## config.mk

```make
export PLATFORM = sky130hd
export DESIGN_NAME = nvmkg_top
export DESIGN_NICKNAME = d
export VERILOG_FILES = /design/src/rtl/nvmkg_pkg.sv /design/src/rtl/nvmkg_ctrl.sv /design/src/rtl/nvmkg_dpath.sv /design/src/rtl/nvmkg_top.sv
export SDC_FILE = /design/constraint.sdc
export NUM_CORES = 1
export LEC_CHECK = 0
export BUFFER_PORTS_ARGS = -buffer_cell sky130_fd_sc_hd__buf_4
export CORE_MARGIN = 4
export CORE_UTILIZATION = 47
export CTS_CLUSTER_SIZE = 12
export DETAILED_ROUTE_END_ITERATION = 8
export HOLD_SLACK_MARGIN = 0.06
export PLACE_DENSITY = 0.75
export SKIP_CTS_REPAIR_TIMING = 1
export SLEW_MARGIN = 20
export SYNTH_ARGS = -nofsm -noshare
export SYNTH_HDL_FRONTEND = slang
export SYNTH_HIERARCHICAL = 1
export SYNTH_SLANG_ARGS = --single-unit
```

## constraint.sdc

```tcl
create_clock -name clk -period 1.2 [get_ports clk]
set_input_delay 0.12 -clock clk [delete_from_list [all_inputs] [get_ports clk]]
set_output_delay 0.12 -clock clk [all_outputs]
set_load 0.02 [all_outputs]
```

## src/rtl/nvmkg_pkg.sv

```systemverilog
package nvmkg_pkg;
  localparam int ADDR_W = 3;
  localparam int DATA_W = 8;

  localparam logic [ADDR_W-1:0] A_CTRL  = 3'd0;
  localparam logic [ADDR_W-1:0] A_KEY   = 3'd1;
  localparam logic [ADDR_W-1:0] A_PTRLO = 3'd2;
  localparam logic [ADDR_W-1:0] A_PTRMD = 3'd3;
  localparam logic [ADDR_W-1:0] A_PTRUP = 3'd4;
  localparam logic [ADDR_W-1:0] A_LATCH = 3'd5;
  localparam logic [ADDR_W-1:0] A_STAT  = 3'd6;

  localparam logic [DATA_W-1:0] KEY_FIRST  = 8'h55;
  localparam logic [DATA_W-1:0] KEY_SECOND = 8'hAA;

  typedef enum logic [1:0] {
    SEQ_IDLE  = 2'd0,
    SEQ_HALF  = 2'd1,
    SEQ_ARMED = 2'd2
  } seqState_t;

  typedef struct packed {
    logic wrFields;
    logic wrPtrLo;
    logic wrPtrMd;
    logic wrPtrUp;
    logic capture;
  } dpStrobe_t;
endpackage

```

## src/rtl/nvmkg_ctrl.sv

```systemverilog
module nvmkg_ctrl
  import nvmkg_pkg::*;
(
  input  logic              clk,
  input  logic              porRstN,
  input  logic              sysRstN,
  input  logic              busWrEn,
  input  logic [ADDR_W-1:0] busAddr,
  input  logic [DATA_W-1:0] busWrData,
  input  logic              wrEnBit,
  input  logic              arrDone,
  output dpStrobe_t         strobe,
  output logic              wrStart,
  output logic              rdStart,
  output logic              wrErr,
  output logic              doneFlag,
  output logic              cmdStart
);
  seqState_t seq;
  logic ctrlWr, keyWr, statWr, startReq, opDone;

  assign ctrlWr = busWrEn && (busAddr == A_CTRL);
  assign keyWr  = busWrEn && (busAddr == A_KEY);
  assign statWr = busWrEn && (busAddr == A_STAT);
  assign startReq = ctrlWr && busWrData[1] && (seq == SEQ_ARMED) && wrEnBit && !wrStart;
  assign opDone = arrDone && wrStart;

  always_ff @(posedge clk or negedge porRstN) begin
    if (!porRstN) seq <= SEQ_IDLE;
    else if (!sysRstN) seq <= SEQ_IDLE;
    else if (keyWr) begin
      if (busWrData == KEY_FIRST) seq <= SEQ_HALF;
      else if (seq == SEQ_HALF && busWrData == KEY_SECOND) seq <= SEQ_ARMED;
      else seq <= SEQ_IDLE;
    end else if (busWrEn) seq <= SEQ_IDLE;
  end

  always_ff @(posedge clk or negedge porRstN) begin
    if (!porRstN) begin
      wrStart  <= 1'b0;
      cmdStart <= 1'b0;
      rdStart  <= 1'b0;
      doneFlag <= 1'b0;
    end else if (!sysRstN) begin
      wrStart  <= 1'b0;
      cmdStart <= 1'b0;
      rdStart  <= 1'b0;
      doneFlag <= 1'b0;
    end else begin
      cmdStart <= startReq;
      if (startReq) wrStart <= 1'b1;
      else if (opDone) wrStart <= 1'b0;
      rdStart <= ctrlWr && busWrData[0] && !wrStart && !rdStart;
      if (opDone) doneFlag <= 1'b1;
      else if (statWr && !busWrData[0]) doneFlag <= 1'b0;
    end
  end

  always_ff @(posedge clk or negedge porRstN) begin
    if (!porRstN) wrErr <= 1'b0;
    else if (!sysRstN) begin
      if (wrStart) wrErr <= 1'b1;
    end else if (ctrlWr) wrErr <= wrErr & busWrData[3];
  end

  always_comb begin
    strobe.wrFields = ctrlWr;
    strobe.wrPtrLo  = busWrEn && (busAddr == A_PTRLO);
    strobe.wrPtrMd  = busWrEn && (busAddr == A_PTRMD);
    strobe.wrPtrUp  = busWrEn && (busAddr == A_PTRUP);
    strobe.capture  = rdStart;
  end
endmodule

```

## src/rtl/nvmkg_dpath.sv

```systemverilog
module nvmkg_dpath
  import nvmkg_pkg::*;
#(
  parameter int PTR_W = 22
) (
  input  logic              clk,
  input  logic              porRstN,
  input  logic              sysRstN,
  input  dpStrobe_t         strobe,
  input  logic              busRdEn,
  input  logic [ADDR_W-1:0] busAddr,
  input  logic [DATA_W-1:0] busWrData,
  input  logic [DATA_W-1:0] arrRdData,
  input  logic              wrStart,
  input  logic              rdStart,
  input  logic              wrErr,
  input  logic              doneFlag,
  output logic              wrEnBit,
  output logic              cmdErase,
  output logic              cmdProgMem,
  output logic              cmdCfgSpace,
  output logic [PTR_W-1:0]  cmdAddr,
  output logic [DATA_W-1:0] busRdData
);
  localparam int UP_W = PTR_W - 2*DATA_W;

  logic memSel, cfgSel, eraseSel, wrEnReg;
  logic [DATA_W-1:0] ptrLo, ptrMd, latchQ;
  logic [UP_W-1:0]   ptrUp;
  logic [DATA_W-1:0] ctrlView, rdMux;

  always_ff @(posedge clk or negedge porRstN) begin
    if (!porRstN) begin
      memSel <= 1'b0; cfgSel <= 1'b0; eraseSel <= 1'b0; wrEnReg <= 1'b0;
      ptrLo <= '0; ptrMd <= '0; ptrUp <= '0; latchQ <= '0;
    end else if (!sysRstN) begin
      memSel <= 1'b0; cfgSel <= 1'b0; eraseSel <= 1'b0; wrEnReg <= 1'b0;
      ptrLo <= '0; ptrMd <= '0; ptrUp <= '0; latchQ <= '0;
    end else begin
      if (strobe.wrFields) begin
        memSel   <= busWrData[7];
        cfgSel   <= busWrData[6];
        eraseSel <= busWrData[4];
        wrEnReg  <= busWrData[2];
      end
      if (strobe.wrPtrLo) ptrLo <= busWrData;
      if (strobe.wrPtrMd) ptrMd <= busWrData;
      if (strobe.wrPtrUp) ptrUp <= busWrData[UP_W-1:0];
      if (strobe.capture) latchQ <= arrRdData;
    end
  end

  assign wrEnBit     = wrEnReg;
  assign cmdErase    = eraseSel;
  assign cmdProgMem  = memSel;
  assign cmdAddr     = {ptrUp, ptrMd, ptrLo};
  assign cmdCfgSpace = cfgSel | ptrUp[UP_W-1];

  assign ctrlView = {memSel, cfgSel, 1'b0, eraseSel, wrErr, wrEnReg, wrStart, rdStart};

  always_comb begin
    case (busAddr)
      A_CTRL:  rdMux = ctrlView;
      A_PTRLO: rdMux = ptrLo;
      A_PTRMD: rdMux = ptrMd;
      A_PTRUP: rdMux = {{(DATA_W-UP_W){1'b0}}, ptrUp};
      A_LATCH: rdMux = latchQ;
      A_STAT:  rdMux = {{(DATA_W-1){1'b0}}, doneFlag};
      default: rdMux = '0;
    endcase
  end

  assign busRdData = busRdEn ? rdMux : '0;
endmodule

```

## src/rtl/nvmkg_top.sv

```systemverilog
module nvmkg_top
  import nvmkg_pkg::*;
#(
  parameter int PTR_W = 22
) (
  input  logic              clk,
  input  logic              porRstN,
  input  logic              sysRstN,
  input  logic              busWrEn,
  input  logic              busRdEn,
  input  logic [ADDR_W-1:0] busAddr,
  input  logic [DATA_W-1:0] busWrData,
  output logic [DATA_W-1:0] busRdData,
  output logic              cmdStart,
  output logic              cmdErase,
  output logic              cmdProgMem,
  output logic              cmdCfgSpace,
  output logic [PTR_W-1:0]  cmdAddr,
  output logic              cmdRead,
  input  logic [DATA_W-1:0] arrRdData,
  input  logic              arrDone,
  output logic              cpuStall,
  output logic              doneIrq
);
  dpStrobe_t strobe;
  logic wrStart, rdStart, wrErr, doneFlag, wrEnBit;

  nvmkg_ctrl u_ctrl (
    .clk(clk), .porRstN(porRstN), .sysRstN(sysRstN),
    .busWrEn(busWrEn), .busAddr(busAddr), .busWrData(busWrData),
    .wrEnBit(wrEnBit), .arrDone(arrDone), .strobe(strobe),
    .wrStart(wrStart), .rdStart(rdStart), .wrErr(wrErr),
    .doneFlag(doneFlag), .cmdStart(cmdStart)
  );

  nvmkg_dpath #(.PTR_W(PTR_W)) u_dpath (
    .clk(clk), .porRstN(porRstN), .sysRstN(sysRstN), .strobe(strobe),
    .busRdEn(busRdEn), .busAddr(busAddr), .busWrData(busWrData),
    .arrRdData(arrRdData), .wrStart(wrStart), .rdStart(rdStart),
    .wrErr(wrErr), .doneFlag(doneFlag), .wrEnBit(wrEnBit),
    .cmdErase(cmdErase), .cmdProgMem(cmdProgMem), .cmdCfgSpace(cmdCfgSpace),
    .cmdAddr(cmdAddr), .busRdData(busRdData)
  );

  assign cpuStall = wrStart;
  assign cmdRead  = rdStart;
  assign doneIrq  = doneFlag;
endmodule

```

==> impl_metrics.csv, run 1 <==
group,metric,value,unit
grt,grt_max_degree,42,
finish,nNetsFinal,336,
synthesis,synth-seq-cells,41,
routing,via_per_inst,5.27,
grt,antenna_found_initial,0,
routing,num_vias,1996,
grt,grt_pass1_vias,2003,
finish,drive_gt1_frac,0.494,
clock_tree,cts.sink_count,41,
timing,fin_skew,0.00446,ns
clock_tree,cts-root-buf,"clkbuf_8",
floorplan,dieHeight,78.3,um
clock_tree,cts_buffers,5,
timing,worst_slew_pin_slew,0.538,ns
grt,grt_pass1_wl,10400,um
synthesis,synth_edf_count,0,
synthesis,synth_top_area_cell,"dfrtp_1",
routing,routedWlPerCell,17.5,um
run,drv_cap,0,
grt,grt-ovfl-total,0,
floorplan,core.rowCount,25,
timing,finalMaxSlewViolations,0,
synthesis,synth_most_common_cell,"dfrtp_1",
finish,area_delta_synth_final,46.9,%
critical_path,worstPathArrival,1.50,ns
place,dp_hpwl,4780,um
synthesis,synth_commonest_cells,"41 x dfrtp_1, 36 x mux2i_1, 36 x nor2b_1, 6 x mux2_2, 6 x nor2_1",
timing,setup_slack,-0.424,ns
critical_path,worstSetupPathType,"flip-flop to primary output",
power,swShare,0.260,
power,switchingPower,764,uW
synthesis,synth_area_per_cell,11.2,um2
synthesis,synth_flop_cell,"dfrtp_1",
synthesis,synth.distinct_cells,44,
routing,ant_nets,0,
status,status,"finished with violations",
finish,instances_no_fill,379,
finish,post-route-util,0.718,
power,total_power,2940,uW
grt,grt_usage,0.223,
routing,drtIter0Drc,127,
floorplan,start_util,0.488,
status,violations,"setup timing",
timing,finalHoldViolations,0,
synthesis,synth_area_leaders,"dfrtp_1 44%, mux2i_1 16%, nor2b_1 9.7%",
timing,rsz0062_at_grt,"true",
timing,max-slew-margin-rel,0.641,
routing,wl,6650,um
synthesis,syn_nets,233,
worst_hold_path,hp-class,"input pin to flip-flop",
finish,antenna_cells,0,
synthesis,yosys_warnings,6,
synthesis,synth_cells,208,
synthesis,netlist_area,2320,um2
floorplan,core,4750,um2
critical_path,crit_required,1.08,ns
power,power.density,863,nW/um2
clock_tree,cts_tree,"yes",
place,post-place-cells,367,
critical_path,crit_fanout,2,
power,clkPwrFrac,0.344,
power,p_leak,0.00152,uW
floorplan,boundaryPins,62,
power,irDropWorstVdd,0.000598,V
place,io_buffer_count,61,
power,pwr-share-seq,0.481,
place,place_congestion,0.813,
critical_path,rrSetupSlack,-0.06,ns
synthesis,ys_seq_area_frac,0.442,
floorplan,dieWidth,78.3,um
timing,finalCriticalPeriod,1.62,ns
timing,setup_viol,11,
clock_tree,path_clk_slew,0.08,ns
timing,fmax,0.616,GHz
critical_path,cp-start-kind,"flip-flop",
critical_path,endpoint_kind,"primary output",
timing,period_share,1.35,
floorplan,dieArea,6130,um2
synthesis,async_flop_share,1.00,
clock_tree,cts_buffer_depth,2,
clock_tree,clock_latency,0.29,ns
synthesis,yosysTopAreaCellShare,0.442,
power,comb_power_share,0.175,
place,dp_slack,-0.223,ns
routing,drc,0,
clock_tree,cts_htree_levels,2,
routing,first_pass_iters,4,
power,internal_power,2180,uW
cells by family (layout without fill, tap and decap cells):
logic type	after synthesis	after routing	share of synthesized area
multiplexers	42	42	0.184
AO/OA/AOI/OAI	28	28	0.0965
flip-flops	41	41	0.442
AND/OR/NAND/NOR	79	79	0.228
buffers and inverters	18	122	0.0490
power groups by stage:
stage / combinational (uW) / sequential (uW) / clock, uW
3_5_place_dp: 499 / 1440 / 0
5_1_grt: 552 / 1420 / 1080
6_report: 515 / 1420 / 1010
3_3_place_gp: 495 / 1440 / 0
4_1_cts: 501 / 1420 / 1020
2_1_floorplan: 195 / 1460 / 0
sequential cells by signal, summed over array words and instances (netlist names), 2 cells and up:
| signal | cells |
|---|---|
| u_ctrl/seq | 2 |
| u_dpath/ptrUp | 6 |
| u_dpath/latchQ | 8 |
| u_dpath/ptrLo | 8 |
| u_dpath/ptrMd | 8 |
metrics by stage:
step	hold WS, ns	setup TNS (ns)	instance area [um2]
finish	0.0946	-2.84	3410
global route	0.0992	-3.40	3410
CTS	-0.187	-3.16	3320
detailed placement	0.132	-5.64	3220
global placement	0.139	-4.68	3220
floorplan	-0.176	-0.501	2390
metal layers:
metal	track usage	routed length (um)
met1	0.287	2950
met2	0.365	3160
met3	0.0470	377
met4	0.0927	159
met5	0	0
cell type report:
class	count	area, um2
clock buffers	7	96.3
flip-flops and latches	41	1030
repair buffers	112	923
clock inverters	1	5.00
multi-input cells	149	1260
fillers	392	1340
well taps	67	83.8
inverters	2	7.51
worst max-delay path: stages, from the launching register on:
cell and delay [ns]:
dfrtp_1 0.36, or3b_1 0.34, a21o_1 0.19, a21oi_2 0.18, buf_6 0.14
cells in the final DEF (no fill, tap or decap), types with 3 or more instances in the layout:
cell type / synthesis / layout
clkbuf_8: 0 / 7
nor4bb_1: 4 / 4
a21oi_2: 2 / 3
nand3_1: 4 / 4
a221oi_2: 0 / 4
buf_12: 0 / 4
buf_6: 4 / 6
buf_4: 2 / 100
or3b_1: 4 / 4
nand3b_1: 3 / 3
nand2_1: 3 / 3
mux2_2: 6 / 6
a22oi_1: 4 / 4
nor2_1: 6 / 5
nor2b_1: 36 / 36
mux2i_1: 36 / 36
a21o_1: 4 / 4
nor3_2: 1 / 3
dfrtp_2: 0 / 6
dfrtp_1: 41 / 35
final timing paths:
check | from | end | depth (start not counted)
setup / recovery | u_ctrl/wrErr | busRdData[3] | 4
hold / removal | arrRdData[2] | u_dpath/latchQ[2] | 3
setup reg to reg | u_ctrl/wrStart | u_ctrl/cmdStart | 3
hold reg to reg | u_ctrl/seq[0] | u_ctrl/seq[0] | 1
max in group asynchronous | porRstN | u_dpath/cmdErase | 2
min in group asynchronous | porRstN | u_dpath/ptrMd[3] | 2
No activity file was read; power rests on OpenSTA's default activity.
==> run 2: changes to the inputs <==
--- a/config.mk
+++ b/config.mk
@@ -10,8 +10,10 @@
 export CORE_UTILIZATION = 47
 export CTS_CLUSTER_SIZE = 12
 export DETAILED_ROUTE_END_ITERATION = 8
+export GPL_TIMING_DRIVEN = 0
 export HOLD_SLACK_MARGIN = 0.06
 export PLACE_DENSITY = 0.75
+export SETUP_SLACK_MARGIN = 0.1
 export SKIP_CTS_REPAIR_TIMING = 1
 export SLEW_MARGIN = 20
 export SYNTH_ARGS = -nofsm -noshare
==> impl_metrics.csv, run 2 (same netlist as run 1, synthesis figures left out) <==
group,metric,value,unit
place,dp_slack,-0.434,ns
power,total_power,3060,uW
grt,grt_pass1_vias,1893,
floorplan,dieWidth,78.3,um
clock_tree,cts_tree,"yes",
timing,finalCriticalPeriod,1.64,ns
clock_tree,cts_htree_levels,2,
grt,grt_usage,0.214,
power,p_leak,0.00140,uW
timing,finalMaxSlewViolations,0,
routing,wl_met1,2800,um
floorplan,core,4750,um2
routing,wl,6550,um
clock_tree,cts-root-buf,"clkbuf_8",
critical_path,worstPathArrival,1.52,ns
floorplan,dieArea,6130,um2
finish,n_fill_cell,403,
timing,fin_skew,0.00876,ns
routing,num_vias,1959,
grt,antenna_found_initial,0,
timing,worst_slew_pin_slew,0.530,ns
finish,final_cell_mix,"61 x buf_4, 35 x nor2b_1, 35 x mux2i_1",
clock_tree,cts_buffers,5,
finish,fin_area,3290,um2
routing,first_pass_iters,4,
routing,via_per_inst,5.52,
routing,routedWlPerCell,18.5,um
critical_path,worstSetupPathType,"flip-flop to primary output",
floorplan,dieHeight,78.3,um
timing,whs,0.0905,ns
routing,top_layer,"met4",
status,violations,"setup timing",
routing,ant_nets,0,
routing,drc,0,
critical_path,crit_fanout,5,
critical_path,endpoint_kind,"primary output",
clock_tree,clock_latency,0.30,ns
timing,max-slew-margin-rel,0.647,
finish,area_delta_synth_final,41.5,%
place,dpl-instance-area,2980,um2
grt,grt_pass1_wl,10000,um
power,irDropWorstVdd,0.000682,V
finish,nNetsFinal,312,
routing,drtIter0Drc,140,
timing,setup_viol,10,
critical_path,cp-start-kind,"flip-flop",
run,drv_cap,0,
finish,drive_gt1_frac,0.458,
clock_tree,cts.sink_count,41,
power,power.density,932,nW/um2
finish,antenna_cells,0,
finish,final_common_cell,"buf_4",
critical_path,crit_required,1.08,ns
clock_tree,cts_buffer_depth,2,
floorplan,boundaryPins,62,
grt,grt-ovfl-total,0,
timing,fmax,0.610,GHz
routing,wl_met3,451,um
place,io_buffer_count,61,
timing,finalHoldViolations,0,
grt,grt_max_degree,42,
timing,setup_slack,-0.440,ns
place,dp_hpwl,4620,um
timing,period_share,1.37,
timing,rsz0062_at_grt,"true",
status,status,"finished with violations",
routing,wl_met2,3240,um
clock_tree,path_clk_slew,0.08,ns
worst_hold_path,hp-class,"input pin to flip-flop",
floorplan,start_util,0.488,
place,place_congestion,0.754,
finish,reg.largest.list,"u_dpath/latchQ x8, u_dpath/ptrLo x8, u_dpath/ptrMd x8",
floorplan,core.rowCount,25,
-- run 2: final timing paths --
path / startpoint / endpoint / cells past startpoint / slack, ns
worst max-delay path: u_ctrl/wrStart / busRdData[1] / 4 / -0.44
worst min-delay path: arrRdData[1] / u_dpath/latchQ[1] / 3 / 0.09
worst max register to register: u_ctrl/wrStart / u_ctrl/rdStart / 2 / -0.06
worst min register to register: u_ctrl/seq[0] / u_ctrl/seq[0] / 1 / 0.55
max in group asynchronous: porRstN / u_dpath/ptrLo[0] / 2 / 0.45
min in group asynchronous: porRstN / u_ctrl/cmdStart / 2 / 0.35
-- run 2: routing by layer --
metal,global-route usage,vias up
li1,-,904
met1,0.288,976
met2,0.348,70
met3,0.0436,9
met4,0.0682,0
met5,0,-
-- run 2: layout make-up --
| cell class | count | area [um2] | area share |
|---|---|---|---|
| Timing Repair Buffer | 73 | 601 | 0.183 |
| Inverter | 2 | 7.51 | 0.00228 |
| Multi-Input combinational cell | 149 | 1310 | 0.399 |
| Buffer | 15 | 130 | 0.0396 |
| Clock inverter | 2 | 37.5 | 0.0114 |
| Sequential cell | 41 | 1030 | 0.315 |
| Tap cell | 67 | 83.8 | 0.0255 |
| Clock buffer | 6 | 82.6 | 0.0251 |
-- run 2: worst max-delay path, cell delays in order, from the launching register on --
cell,delay [ns]
dfrtp_2,0.40
or3b_1,0.35
a21o_1,0.20
a21oi_4,0.14
buf_6,0.13
-- run 2: per-stage QoR --
| step | std cells | setup TNS (ns) | util |
|---|---|---|---|
| after floorplan | 208 | -0.478 | - |
| after global placement | 336 | -4.99 | 0.626 |
| after detailed placement | 336 | -5.30 | 0.626 |
| after CTS | 344 | -3.58 | 0.652 |
| after global routing | 355 | -3.49 | 0.691 |
| final | 355 | -2.90 | 0.691 |
-- run 2: report_power, final --
part | switching [uW] | leakage [uW] | total, uW | internal, uW
combinational | 253 | 0.000785 | 472 | 218
clock | 497 | 0.0000574 | 1170 | 677
sequential | 17.9 | 0.000558 | 1420 | 1400
total | 768 | 0.00140 | 3060 | 2300
